[src/rtl/rce_pkg.sv]
package rce_pkg;

    localparam int REG_AW = 12;

    localparam logic [REG_AW-1:0] OFS_SRC_BASE = 12'h000;
    localparam logic [REG_AW-1:0] OFS_SRC_CNT  = 12'h004;
    localparam logic [REG_AW-1:0] OFS_SRC_SW   = 12'h008;
    localparam logic [REG_AW-1:0] OFS_SRC_HW   = 12'h00C;
    localparam logic [REG_AW-1:0] OFS_DST_BASE = 12'h100;
    localparam logic [REG_AW-1:0] OFS_DST_CNT  = 12'h104;
    localparam logic [REG_AW-1:0] OFS_DST_SW   = 12'h108;
    localparam logic [REG_AW-1:0] OFS_DST_HW   = 12'h10C;
    localparam logic [REG_AW-1:0] OFS_CTRL     = 12'h204;
    localparam logic [REG_AW-1:0] OFS_CLEAR    = 12'h208;

    localparam int LEN_W    = 14;
    localparam int LEN_LSB  = 16;
    localparam int DONE_BIT = 31;
    localparam logic [LEN_W-1:0] LEN_CAP = 14'h3F80;
    localparam int WCNT_W   = 12;

    typedef enum logic [3:0] {
        ST_IDLE,
        ST_SD0,
        ST_SD0W,
        ST_SD1,
        ST_SD1W,
        ST_DD0,
        ST_DD0W,
        ST_CRD,
        ST_CRDW,
        ST_WB
    } eng_state_e;

endpackage

[src/rtl/rce_ring_ptr.sv]
module rce_ring_ptr #(
    parameter int DEPTH = 64,
    localparam int IW   = $clog2(DEPTH)
) (
    input  logic          clk,
    input  logic          rst_n,
    input  logic          clr_i,
    input  logic          adv_i,
    input  logic [31:0]   base_i,
    output logic [IW-1:0] idx_o,
    output logic [31:0]   desc_addr_o
);

    typedef struct packed {
        logic [IW-1:0] idx;
    } ptr_t;

    ptr_t st_d, st_q;

    always_comb begin
        st_d = st_q;
        if (clr_i) begin
            st_d.idx = '0;
        end else if (adv_i) begin
            st_d.idx = st_q.idx + 1'b1;
        end
    end

    always_ff @(posedge clk or negedge rst_n) begin
        if (!rst_n) begin
            st_q <= '0;
        end else begin
            st_q <= st_d;
        end
    end

    assign idx_o       = st_q.idx;
    assign desc_addr_o = base_i + {{(28-IW){1'b0}}, st_q.idx, 4'b0000};

    // one step per finished descriptor, wrapping at the ring depth
    p_idx_step_r9: assert property (@(posedge clk) disable iff (!rst_n)
        (adv_i && !clr_i) |=> (idx_o == $past(idx_o) + 1'b1));

    // a clear request zeroes the hardware index
    p_idx_clear_r11: assert property (@(posedge clk) disable iff (!rst_n)
        clr_i |=> (idx_o == '0));

endmodule

[src/rtl/rce_regs.sv]
module rce_regs
    import rce_pkg::*;
#(
    parameter int DEPTH = 64,
    localparam int IW   = $clog2(DEPTH)
) (
    input  logic              clk,
    input  logic              rst_n,
    input  logic              wr_i,
    input  logic [REG_AW-1:0] addr_i,
    input  logic [31:0]       wdata_i,
    output logic [31:0]       rdata_o,
    input  logic [IW-1:0]     src_hw_i,
    input  logic [IW-1:0]     dst_hw_i,
    input  logic              src_busy_i,
    input  logic              dst_busy_i,
    output logic [31:0]       src_base_o,
    output logic [31:0]       dst_base_o,
    output logic [IW-1:0]     src_sw_o,
    output logic [IW-1:0]     dst_sw_o,
    output logic              src_en_o,
    output logic              dst_en_o,
    output logic              wb_en_o,
    output logic              src_clr_o,
    output logic              dst_clr_o
);

    typedef struct packed {
        logic [29:0]   src_base;
        logic [29:0]   dst_base;
        logic [IW-1:0] src_sw;
        logic [IW-1:0] dst_sw;
        logic          src_en;
        logic          dst_en;
        logic [1:0]    burst;
        logic          wb_en;
        logic          multi;
    } regs_t;

    regs_t st_d, st_q;

    assign src_clr_o = wr_i && (addr_i == OFS_CLEAR) && wdata_i[0];
    assign dst_clr_o = wr_i && (addr_i == OFS_CLEAR) && wdata_i[16];

    always_comb begin
        st_d = st_q;
        if (wr_i) begin
            case (addr_i)
                OFS_SRC_BASE: st_d.src_base = wdata_i[31:2];
                OFS_DST_BASE: st_d.dst_base = wdata_i[31:2];
                OFS_SRC_SW:   st_d.src_sw   = wdata_i[IW-1:0];
                OFS_DST_SW:   st_d.dst_sw   = wdata_i[IW-1:0];
                OFS_CTRL: begin
                    st_d.src_en = wdata_i[0];
                    st_d.dst_en = wdata_i[2];
                    st_d.burst  = wdata_i[5:4];
                    st_d.wb_en  = wdata_i[6];
                    st_d.multi  = wdata_i[10];
                end
                default: ;
            endcase
        end
        if (src_clr_o) st_d.src_sw = '0;
        if (dst_clr_o) st_d.dst_sw = '0;
    end

    always_ff @(posedge clk or negedge rst_n) begin
        if (!rst_n) begin
            st_q <= '0;
        end else begin
            st_q <= st_d;
        end
    end

    always_comb begin
        rdata_o = '0;
        case (addr_i)
            OFS_SRC_BASE: rdata_o = {st_q.src_base, 2'b00};
            OFS_DST_BASE: rdata_o = {st_q.dst_base, 2'b00};
            OFS_SRC_CNT,
            OFS_DST_CNT:  rdata_o = 32'(DEPTH);
            OFS_SRC_SW:   rdata_o = {{(32-IW){1'b0}}, st_q.src_sw};
            OFS_DST_SW:   rdata_o = {{(32-IW){1'b0}}, st_q.dst_sw};
            OFS_SRC_HW:   rdata_o = {{(32-IW){1'b0}}, src_hw_i};
            OFS_DST_HW:   rdata_o = {{(32-IW){1'b0}}, dst_hw_i};
            OFS_CTRL: begin
                rdata_o[0]   = st_q.src_en;
                rdata_o[1]   = src_busy_i;
                rdata_o[2]   = st_q.dst_en;
                rdata_o[3]   = dst_busy_i;
                rdata_o[5:4] = st_q.burst;
                rdata_o[6]   = st_q.wb_en;
                rdata_o[10]  = st_q.multi;
            end
            default: rdata_o = '0;
        endcase
    end

    assign src_base_o = {st_q.src_base, 2'b00};
    assign dst_base_o = {st_q.dst_base, 2'b00};
    assign src_sw_o   = st_q.src_sw;
    assign dst_sw_o   = st_q.dst_sw;
    assign src_en_o   = st_q.src_en;
    assign dst_en_o   = st_q.dst_en;
    assign wb_en_o    = st_q.wb_en;

    // clearing a side zeroes its software index
    p_sw_clear_r11: assert property (@(posedge clk) disable iff (!rst_n)
        (src_clr_o || dst_clr_o) |=> ((!$past(src_clr_o) || src_sw_o == '0) &&
                                       (!$past(dst_clr_o) || dst_sw_o == '0)));

    // a software index changes only through a register write or a clear
    p_sw_hold_r2: assert property (@(posedge clk) disable iff (!rst_n)
        !wr_i |=> $stable(src_sw_o) && $stable(dst_sw_o));

endmodule

[src/rtl/rce_engine.sv]
module rce_engine
    import rce_pkg::*;
#(
    parameter int DEPTH = 64,
    localparam int IW   = $clog2(DEPTH)
) (
    input  logic          clk,
    input  logic          rst_n,
    input  logic          src_en_i,
    input  logic          dst_en_i,
    input  logic          wb_en_i,
    input  logic          abort_i,
    input  logic [IW-1:0] src_hw_i,
    input  logic [IW-1:0] src_sw_i,
    input  logic [IW-1:0] dst_hw_i,
    input  logic [IW-1:0] dst_sw_i,
    input  logic [31:0]   src_desc_i,
    input  logic [31:0]   dst_desc_i,
    output logic          adv_o,
    output logic          src_busy_o,
    output logic          dst_busy_o,
    output logic          mem_req_o,
    output logic          mem_we_o,
    output logic [31:0]   mem_addr_o,
    output logic [31:0]   mem_wdata_o,
    input  logic [31:0]   mem_rdata_i
);

    typedef struct packed {
        eng_state_e        st;
        logic [31:0]       src_ptr;
        logic [31:0]       dst_ptr;
        logic [LEN_W-1:0]  len;
        logic [WCNT_W-1:0] words;
    } eng_t;

    eng_t st_d, st_q;

    logic             can_start;
    logic [LEN_W-1:0] len_raw;
    logic [LEN_W-1:0] len_cut;

    assign can_start = src_en_i && dst_en_i &&
                       (src_hw_i != src_sw_i) && (dst_hw_i != dst_sw_i);
    assign len_raw   = mem_rdata_i[LEN_LSB +: LEN_W];
    assign len_cut   = (len_raw > LEN_CAP) ? LEN_CAP : len_raw;

    always_comb begin
        st_d        = st_q;
        mem_req_o   = 1'b0;
        mem_we_o    = 1'b0;
        mem_addr_o  = '0;
        mem_wdata_o = '0;
        adv_o       = 1'b0;
        case (st_q.st)
            ST_IDLE: if (can_start) st_d.st = ST_SD0;
            ST_SD0: begin
                mem_req_o  = 1'b1;
                mem_addr_o = src_desc_i;
                st_d.st    = ST_SD0W;
            end
            ST_SD0W: begin
                st_d.src_ptr = mem_rdata_i;
                st_d.st      = ST_SD1;
            end
            ST_SD1: begin
                mem_req_o  = 1'b1;
                mem_addr_o = src_desc_i + 32'd4;
                st_d.st    = ST_SD1W;
            end
            ST_SD1W: begin
                st_d.len   = len_cut;
                st_d.words = WCNT_W'(({1'b0, len_cut} + 15'd3) >> 2);
                st_d.st    = ST_DD0;
            end
            ST_DD0: begin
                mem_req_o  = 1'b1;
                mem_addr_o = dst_desc_i;
                st_d.st    = ST_DD0W;
            end
            ST_DD0W: begin
                st_d.dst_ptr = mem_rdata_i;
                st_d.st      = (st_q.words == '0) ? ST_WB : ST_CRD;
            end
            ST_CRD: begin
                mem_req_o  = 1'b1;
                mem_addr_o = st_q.src_ptr;
                st_d.st    = ST_CRDW;
            end
            ST_CRDW: begin
                mem_req_o    = 1'b1;
                mem_we_o     = 1'b1;
                mem_addr_o   = st_q.dst_ptr;
                mem_wdata_o  = mem_rdata_i;
                st_d.src_ptr = st_q.src_ptr + 32'd4;
                st_d.dst_ptr = st_q.dst_ptr + 32'd4;
                st_d.words   = st_q.words - 1'b1;
                st_d.st      = (st_q.words == WCNT_W'(1)) ? ST_WB : ST_CRD;
            end
            ST_WB: begin
                if (wb_en_i) begin
                    mem_req_o   = 1'b1;
                    mem_we_o    = 1'b1;
                    mem_addr_o  = dst_desc_i + 32'd4;
                    mem_wdata_o = '0;
                    mem_wdata_o[DONE_BIT] = 1'b1;
                    mem_wdata_o[LEN_LSB +: LEN_W] = st_q.len;
                end
                adv_o   = 1'b1;
                st_d.st = ST_IDLE;
            end
            default: st_d.st = ST_IDLE;
        endcase
        if (abort_i) begin
            st_d.st   = ST_IDLE;
            mem_req_o = 1'b0;
            mem_we_o  = 1'b0;
            adv_o     = 1'b0;
        end
    end

    always_ff @(posedge clk or negedge rst_n) begin
        if (!rst_n) begin
            st_q <= '{st: ST_IDLE, default: '0};
        end else begin
            st_q <= st_d;
        end
    end

    always_comb begin
        src_busy_o = 1'b0;
        dst_busy_o = 1'b0;
        case (st_q.st)
            ST_SD0, ST_SD0W, ST_SD1, ST_SD1W: src_busy_o = 1'b1;
            ST_DD0, ST_DD0W, ST_WB:           dst_busy_o = 1'b1;
            ST_CRD, ST_CRDW: begin
                src_busy_o = 1'b1;
                dst_busy_o = 1'b1;
            end
            default: ;
        endcase
    end

    // the first descriptor fetch follows a cycle where work was available
    p_start_gated_r4: assert property (@(posedge clk) disable iff (!rst_n)
        (st_q.st == ST_SD0) |-> $past(can_start && !abort_i));

    // a write is always a request
    p_write_is_req_r12: assert property (@(posedge clk) disable iff (!rst_n)
        mem_we_o |-> mem_req_o);

    // each copy write comes the cycle after a read request
    p_copy_after_read_r12: assert property (@(posedge clk) disable iff (!rst_n)
        (st_q.st == ST_CRDW) |-> $past(mem_req_o && !mem_we_o));

    // the engine is busy on some side whenever it uses the memory port
    p_busy_on_access_r10: assert property (@(posedge clk) disable iff (!rst_n)
        mem_req_o |-> (src_busy_o || dst_busy_o));

    // a finished descriptor leaves the engine idle on the next cycle
    p_idle_after_adv_r8: assert property (@(posedge clk) disable iff (!rst_n)
        adv_o |=> (!src_busy_o && !dst_busy_o));

endmodule

[src/rtl/ring_copy_engine.sv]
module ring_copy_engine
    import rce_pkg::*;
#(
    parameter int RING_DEPTH = 64,
    localparam int IW        = $clog2(RING_DEPTH)
) (
    input  logic              clk,
    input  logic              rst_n,
    input  logic              reg_wr_i,
    input  logic [REG_AW-1:0] reg_addr_i,
    input  logic [31:0]       reg_wdata_i,
    output logic [31:0]       reg_rdata_o,
    output logic              mem_req_o,
    output logic              mem_we_o,
    output logic [31:0]       mem_addr_o,
    output logic [31:0]       mem_wdata_o,
    input  logic [31:0]       mem_rdata_i
);

    logic [31:0]   src_base, dst_base, src_desc, dst_desc;
    logic [IW-1:0] src_sw, dst_sw, src_hw, dst_hw;
    logic          src_en, dst_en, wb_en;
    logic          src_clr, dst_clr, adv;
    logic          src_busy, dst_busy;

    rce_regs #(.DEPTH(RING_DEPTH)) u_regs (
        .clk        (clk),
        .rst_n      (rst_n),
        .wr_i       (reg_wr_i),
        .addr_i     (reg_addr_i),
        .wdata_i    (reg_wdata_i),
        .rdata_o    (reg_rdata_o),
        .src_hw_i   (src_hw),
        .dst_hw_i   (dst_hw),
        .src_busy_i (src_busy),
        .dst_busy_i (dst_busy),
        .src_base_o (src_base),
        .dst_base_o (dst_base),
        .src_sw_o   (src_sw),
        .dst_sw_o   (dst_sw),
        .src_en_o   (src_en),
        .dst_en_o   (dst_en),
        .wb_en_o    (wb_en),
        .src_clr_o  (src_clr),
        .dst_clr_o  (dst_clr)
    );

    rce_ring_ptr #(.DEPTH(RING_DEPTH)) u_src_ptr (
        .clk         (clk),
        .rst_n       (rst_n),
        .clr_i       (src_clr),
        .adv_i       (adv),
        .base_i      (src_base),
        .idx_o       (src_hw),
        .desc_addr_o (src_desc)
    );

    rce_ring_ptr #(.DEPTH(RING_DEPTH)) u_dst_ptr (
        .clk         (clk),
        .rst_n       (rst_n),
        .clr_i       (dst_clr),
        .adv_i       (adv),
        .base_i      (dst_base),
        .idx_o       (dst_hw),
        .desc_addr_o (dst_desc)
    );

    rce_engine #(.DEPTH(RING_DEPTH)) u_engine (
        .clk         (clk),
        .rst_n       (rst_n),
        .src_en_i    (src_en),
        .dst_en_i    (dst_en),
        .wb_en_i     (wb_en),
        .abort_i     (src_clr || dst_clr),
        .src_hw_i    (src_hw),
        .src_sw_i    (src_sw),
        .dst_hw_i    (dst_hw),
        .dst_sw_i    (dst_sw),
        .src_desc_i  (src_desc),
        .dst_desc_i  (dst_desc),
        .adv_o       (adv),
        .src_busy_o  (src_busy),
        .dst_busy_o  (dst_busy),
        .mem_req_o   (mem_req_o),
        .mem_we_o    (mem_we_o),
        .mem_addr_o  (mem_addr_o),
        .mem_wdata_o (mem_wdata_o),
        .mem_rdata_i (mem_rdata_i)
    );

    // both rings step together, so their hardware indices move as a pair
    p_hw_pair_r9: assert property (@(posedge clk) disable iff (!rst_n)
        (!src_clr && !dst_clr && !$stable(src_hw) && $past(!src_clr && !dst_clr))
            |-> !$stable(dst_hw));

endmodule

[config.mk]
export PLATFORM = sky130hd
export DESIGN_NAME = ring_copy_engine
export DESIGN_NICKNAME = d
export VERILOG_FILES = /design/src/rtl/rce_pkg.sv /design/src/rtl/rce_ring_ptr.sv /design/src/rtl/rce_regs.sv /design/src/rtl/rce_engine.sv /design/src/rtl/ring_copy_engine.sv
export SDC_FILE = /design/constraint.sdc
export NUM_CORES = 1
export LEC_CHECK = 0
export BUFFER_PORTS_ARGS = -buffer_cell sky130_fd_sc_hd__buf_2
export CORE_MARGIN = 2
export CORE_UTILIZATION = 50
export DETAILED_ROUTE_END_ITERATION = 6
export MAX_ROUTING_LAYER = met4
export PLACE_DENSITY = 0.73
export SKIP_LAST_GASP = 1
export SLEW_MARGIN = 5
export SYNTH_ARGS = -nofsm -noshare
export SYNTH_HDL_FRONTEND = slang
export SYNTH_SLANG_ARGS = --single-unit
[constraint.sdc]
create_clock -name clk -period 12.8 [get_ports clk]
set_clock_uncertainty 0.1 [all_clocks]
set_input_delay 2.56 -clock clk [delete_from_list [all_inputs] [get_ports clk]]
set_output_delay 2.56 -clock clk [all_outputs]
set_load 0.05 [all_outputs]
== Word-level counts from Yosys, hierarchy flattened ==
Index checks and enable logic that the tools add are counted.

* Register bits: 184
* Bits in latches: 0
* Bits in writable memories: 0
* Bits in read-only memories: 0
* Output and inout bits: 98
* Logic and storage cells: 113
* Memories: 0

* Add/subtract/negate cells: 10
* $mul: 0
* Div/mod/pow operators: 0
* Magnitude comparators: 1
* Equality and inequality tests: 22
* Shift operators: 0
* Muxes and demuxes: 36
* Bitwise gates (word level): 0
* Reduce and logical (&&, ||, !) cells: 28

{| class="wikitable"
|+ Operators with widths
! operator !! count
|-
| one-hot mux 32 bit (2 select lines) || 3
|-
| one-hot mux 32 bit (6 select lines) || 1
|-
| adder 32 x 3 -> 32 bit (second input constant) || 4
|-
| adder 32 x 10 -> 32 bit || 2
|-
| two-way mux 32 bit || 2
|-
| one-hot mux 7 bit (8 select lines) || 1
|-
| two-way mux 6 bit || 9
|-
| equality test 12 x 9 -> 1 bit (second input constant) || 4
|-
| one-hot mux 21 bit (2 select lines) || 1
|-
| one-hot mux 4 bit (9 select lines) || 1
|-
| equality test 12 x 10 -> 1 bit (second input constant) || 2
|-
| equality test 12 x 4 -> 1 bit (second input constant) || 2
|-
| logical NOT 12 bit || 2
|-
| one-hot mux 12 bit (2 select lines) || 1
|-
| two-way mux 18 bit || 1
|-
| nonzero test 2 bit || 9
|-
| equality test 4 x 3 -> 1 bit (second input constant) || 4
|-
| two-way mux 4 bit || 4
|-
| adder 14 x 2 -> 14 bit (second input constant) || 1
|-
| greater-than comparator 14 bit (second input constant) || 1
|-
| two-way mux 14 bit || 1
|-
| adder 6 x 1 -> 6 bit (second input constant) || 2
|-
| equality test 12 x 1 -> 1 bit (second input constant) || 1
|-
| equality test 12 x 3 -> 1 bit (second input constant) || 1
|-
| 17 further kinds || 37
|}

== Depth between registers and ports, before layout ==
* Depth after elaboration: 7
* Depth in mapped cells: 14

== By module ==
Synthesis repeated with hierarchy kept, for this count alone.

* Cells, all modules: 1664
* Area, all modules: 14492.6 um^2

{| class="wikitable"
|+ By module, submodules not included
! module !! instances !! cells an instance !! area each (um^2)
|-
| rce_engine || 1 || 1063 || 8120.3
|-
| rce_regs || 1 || 348 || 4346.7
|-
| rce_ring_ptr || 2 || 126 || 1009.7
|-
| ring_copy_engine || 1 || 1 || 6.3
|}

== Worst setup path after synthesis ==
No wires, ideal clock.

* Path kind: input-to-output
* Start point: in reg_addr_i[5]
* End point: out reg_rdata_o[10]
* Arrival time: 4926 ps
* Setup slack: 5214 ps
* Cell stages on the path: 5
* Path buffers: 0
* Path through: nor4_1 -> nand2_1 -> nor4_1 -> nand2_1 -> o21ai_0

* Longest elaborated chain between the ends: 2
* Elaborated cells on any way between the ends: 4
* Classes of those cells: eq/ne (2); mux (1); reduce/logical (1)

{| class="wikitable"
|+ RTL lines
! what !! line !! source
|-
| start: declaration || ring_copy_engine.sv:10 || <nowiki>input logic [REG_AW-1:0] reg_addr_i,</nowiki>
|-
| equality test 12 x 10 -> 1 bit (tied with other cells) || rce_regs.sv:77 || <nowiki>case (addr_i)</nowiki>
|-
| one-hot mux 1 bit (3 select lines) * || rce_regs.sv:77 ||
|-
| end: declaration || ring_copy_engine.sv:12 || <nowiki>output logic [31:0] reg_rdata_o,</nowiki>
|}

Mark *: on every way between the ends. The rest lies on a longest branch, timed or not.

== Worst setup path after layout ==
Ends and elaborated chain as after synthesis.

==> out/qor.csv <==
metric;value;unit
finalSetupTns;0;ps
seq_power_share;49.3;%
syn-instance-count;1671;
clkTransAtPathRegs;80;ps
p_per_area;76.82;nW/um2
ios;177;
synth_cell_types;86;
fin_crit;8097;ps
cts_tree;built;
synthesis.nets;1772;
gr-total-overflow;0;
ctsResizeCount;0;
switching_share;26.13;%
synth_largest_area_cell;dfrtp_1;
grt_pass1_vias;12660;
grt_setup_unrepaired;false;
drive_gt1_share;18.44;%
hp-start;u_engine.st_q[13];
timing.final.crit_share;63.26;%
die_h;171.7;um
synth_area_leaders;dfrtp_1, mux2_2, nor2_1;
worstMarginPinSlew;987.7;ps
synth_warnings;0;
async_flop_share;100.0;%
path_cells;buf_2 > nor4_1 > nand2_1 > nor4_1 > nand2_1 > o21ai_0 > buf_2;
slowest_stage;nand2_1;
drv_slew;0;
yosysSeqAreaShare;32.75;%
rr_worst_depth;10;
cts_inserted_buffers;17;
p_int;891.8;uW
end_kind;output pin;
final-setup-viol-count;0;
timing.setup.critical_path_class;in2out;
grt_antenna_before_repair;0;
p_sw;315.5;uW
power_frac_clock;45.6;%
hold_viol;0;
grt_max_degree;96;
first_pass_iters;6;
syn_to_final_growth;11.78;%
synth_top_area_share;32.75;%
cts_setup_buffers;0;
hold_depth;2;
synth_edf_count;0;
startpoint;reg_addr_i[5];
critPathBufInv;2;
fillers;2548;
fmax;0.1235;GHz
fin_util;56.72;%
cp.required;10140;ps
min_path_type;reg2reg;
clock-sinks;184;
max_cap_violations;0;
critPathMaxFanout;27;
antennaDiodeCount;0;
vias;13880;
totalWireLength;45780;um
root_buffer;clkbuf_16;
ir_worst_vdd;0.09586;mV
postCtsHoldBufs;0;
drtIter0Drc;1331;
start_util;50.74;%
drt_drc_violations_left;0;
detail-route-antenna-nets;0;
reg2reg_to;u_engine.st_q[55];
row_count;61;
netlist_area;14060;um2
slowest_delay;850;ps
gp_congestion;0.9523;
syn_area_per_cell;8.413;um2
critPathLaunchType;primary input;
r2r_slack;8990;ps
relSlewSlack;33.54;%
leakage;0.006858;uW
via_per_inst;6.420;
clkLatencyLatePin;450;ps
grt_pass1_wl;70930;um
worstReg2RegStart;u_engine.st_q[91];
synth-seq-cells;184;
cts_max_level;4;
synthFlopType;dfrtp_1;
portBuffers;176;
die_area;29470;um2
combPwrFrac;5.1;%
p_total;1207;uW
track_usage;31.82;%
holdWs;372.6;ps
clk_path_buf_depth;2;
status;finished, final reports clean;
critical_path.top_delay_family;simple AND/OR/NAND/NOR gates;
routedWlPerCell;21.17;um
fin_nets;1872;
detailed_place_hpwl;33740;um
hold_end;u_engine.st_q[13];
core_area;27710;um2
fp.dieW;171.7;um
cp_data_arrival_time;5440;ps
## how the worst max path moves through the flow
stage	cells after the start	end
5_1_grt	7	reg_rdata_o[10]
6_report	7	reg_rdata_o[10]
3_5_place_dp	9	reg_rdata_o[4]
4_1_cts	7	reg_rdata_o[10]
3_3_place_gp	9	reg_rdata_o[4]
2_1_floorplan	5	reg_rdata_o[10]
## power by group through the flow
stage | Combinational (uW) | Sequential (uW) | Clock (uW)
floorplan | 25.5 | 603 | 0
CTS | 61.6 | 595 | 553
global placement | 60.4 | 606 | 0
detailed placement | 61.4 | 606 | 0
finish | 61.2 | 595 | 551
global route | 67.9 | 596 | 576
## worst reg2reg max path: cells and delay by family (launching register included)
kind | cells | cell delay (ps)
AOI/OAI and AO/OA | 1 | 110
DFF | 1 | 640
and+or+nand+nor | 6 | 1640
muxes | 1 | 140
buffers and inverters | 2 | 1080
## metal layers
metal | track usage (%) | wire length, um | vias up
li1 | - | - | 6425
met4 | 10.02 | 1302 | 0
met2 | 48.98 | 20940 | 691
met1 | 44.15 | 19990 | 6680
met3 | 3.428 | 3545 | 83
met5 | - | 0 | -
## flip-flops by register name, indices dropped and copies added (netlist names)
name	flops
u_dst_ptr.idx_o	6
u_engine.st_q	94
u_regs.dst_base_o	30
u_regs.dst_en_o	1
u_regs.dst_sw_o	6
u_regs.src_base_o	30
u_regs.src_en_o	1
u_regs.src_sw_o	6
u_regs.st_q	3
u_regs.wb_en_o	1
u_src_ptr.idx_o	6
## cell type report
type	instances	area, um2	area share [%]
Multi-Input combinational cell	1345	8905	56.66
Clock buffer	18	439.2	2.795
Sequential cell	184	4604	29.30
Timing Repair Buffer	195	1030	6.553
Tap cell	378	473.0	3.010
Inverter	28	105.1	0.6688
Clock inverter	14	158.9	1.011
## cells in the mapped netlist (5+ instances only)
cell type  number
a211o_1        11
a211oi_1       35
a21o_1          9
a21oi_1       100
a221o_1        10
a221oi_1        6
a222oi_1       17
a22o_1         29
a22oi_1        16
a311oi_1       13
a31oi_1        17
and2_1         22
and3_1         61
and4_1         13
buf_1          11
buf_2          18
clkbuf_1       82
dfrtp_1       184
ha_1           20
inv_1          28
mux2_2         68
mux2i_1        38
nand2_1       155
nand2b_1       11
nand3_1        79
nand3b_1        5
nand4_1        45
nor2_1        170
nor2b_1         9
nor3_1         36
nor4_1         11
o2111ai_1       5
o211ai_1       14
o21ai_0        76
o21ai_1         5
o221ai_1        9
o22ai_1        14
or2_2           6
xnor2_1        66
xor2_1         56
## cells in the final DEF (no fill, tap or decap), types with 6 or more instances in the layout
master	instances
a311oi_1	13
a31oi_1	17
a211o_1	11
a21oi_1	100
o21ai_0	76
inv_1	28
nand3_1	79
a221oi_1	6
buf_2	175
and2_1	22
a22oi_1	16
o211ai_1	14
a21o_1	9
o22ai_1	14
o221ai_1	9
nand2b_1	11
clkbuf_16	17
nand2_1	155
nand4_1	45
a221o_1	10
a222oi_1	17
and4_1	13
xor2_1	56
xnor2_1	66
and3_1	61
a211oi_1	35
nor2b_1	9
mux2_2	68
ha_1	20
mux2i_1	38
nor3_1	34
nor4_1	11
nor2_1	168
or2_2	6
buf_4	19
dfrtp_1	184
a22o_1	29
## per-stage QoR
step	cells	worst slack, ps	area, um2
6_report	2162	4703	15720
5_1_grt	2162	4491	15720
4_1_cts	2162	4776	15720
3_5_place_dp	2130	4774	15120
3_3_place_gp	2130	4904	15120
2_1_floorplan	1671	5214	14060
## cells by family after synthesis
group	share of synthesized area [%]
and+or+nand+nor	23.45
AOI/OAI and AO/OA	21.73
DFF	32.75
buffers and inverters	4.014
xor gates and xnor gates	7.832
muxes	8.152
adders and majority gates	2.065
Power figures use the tool's default switching activity.
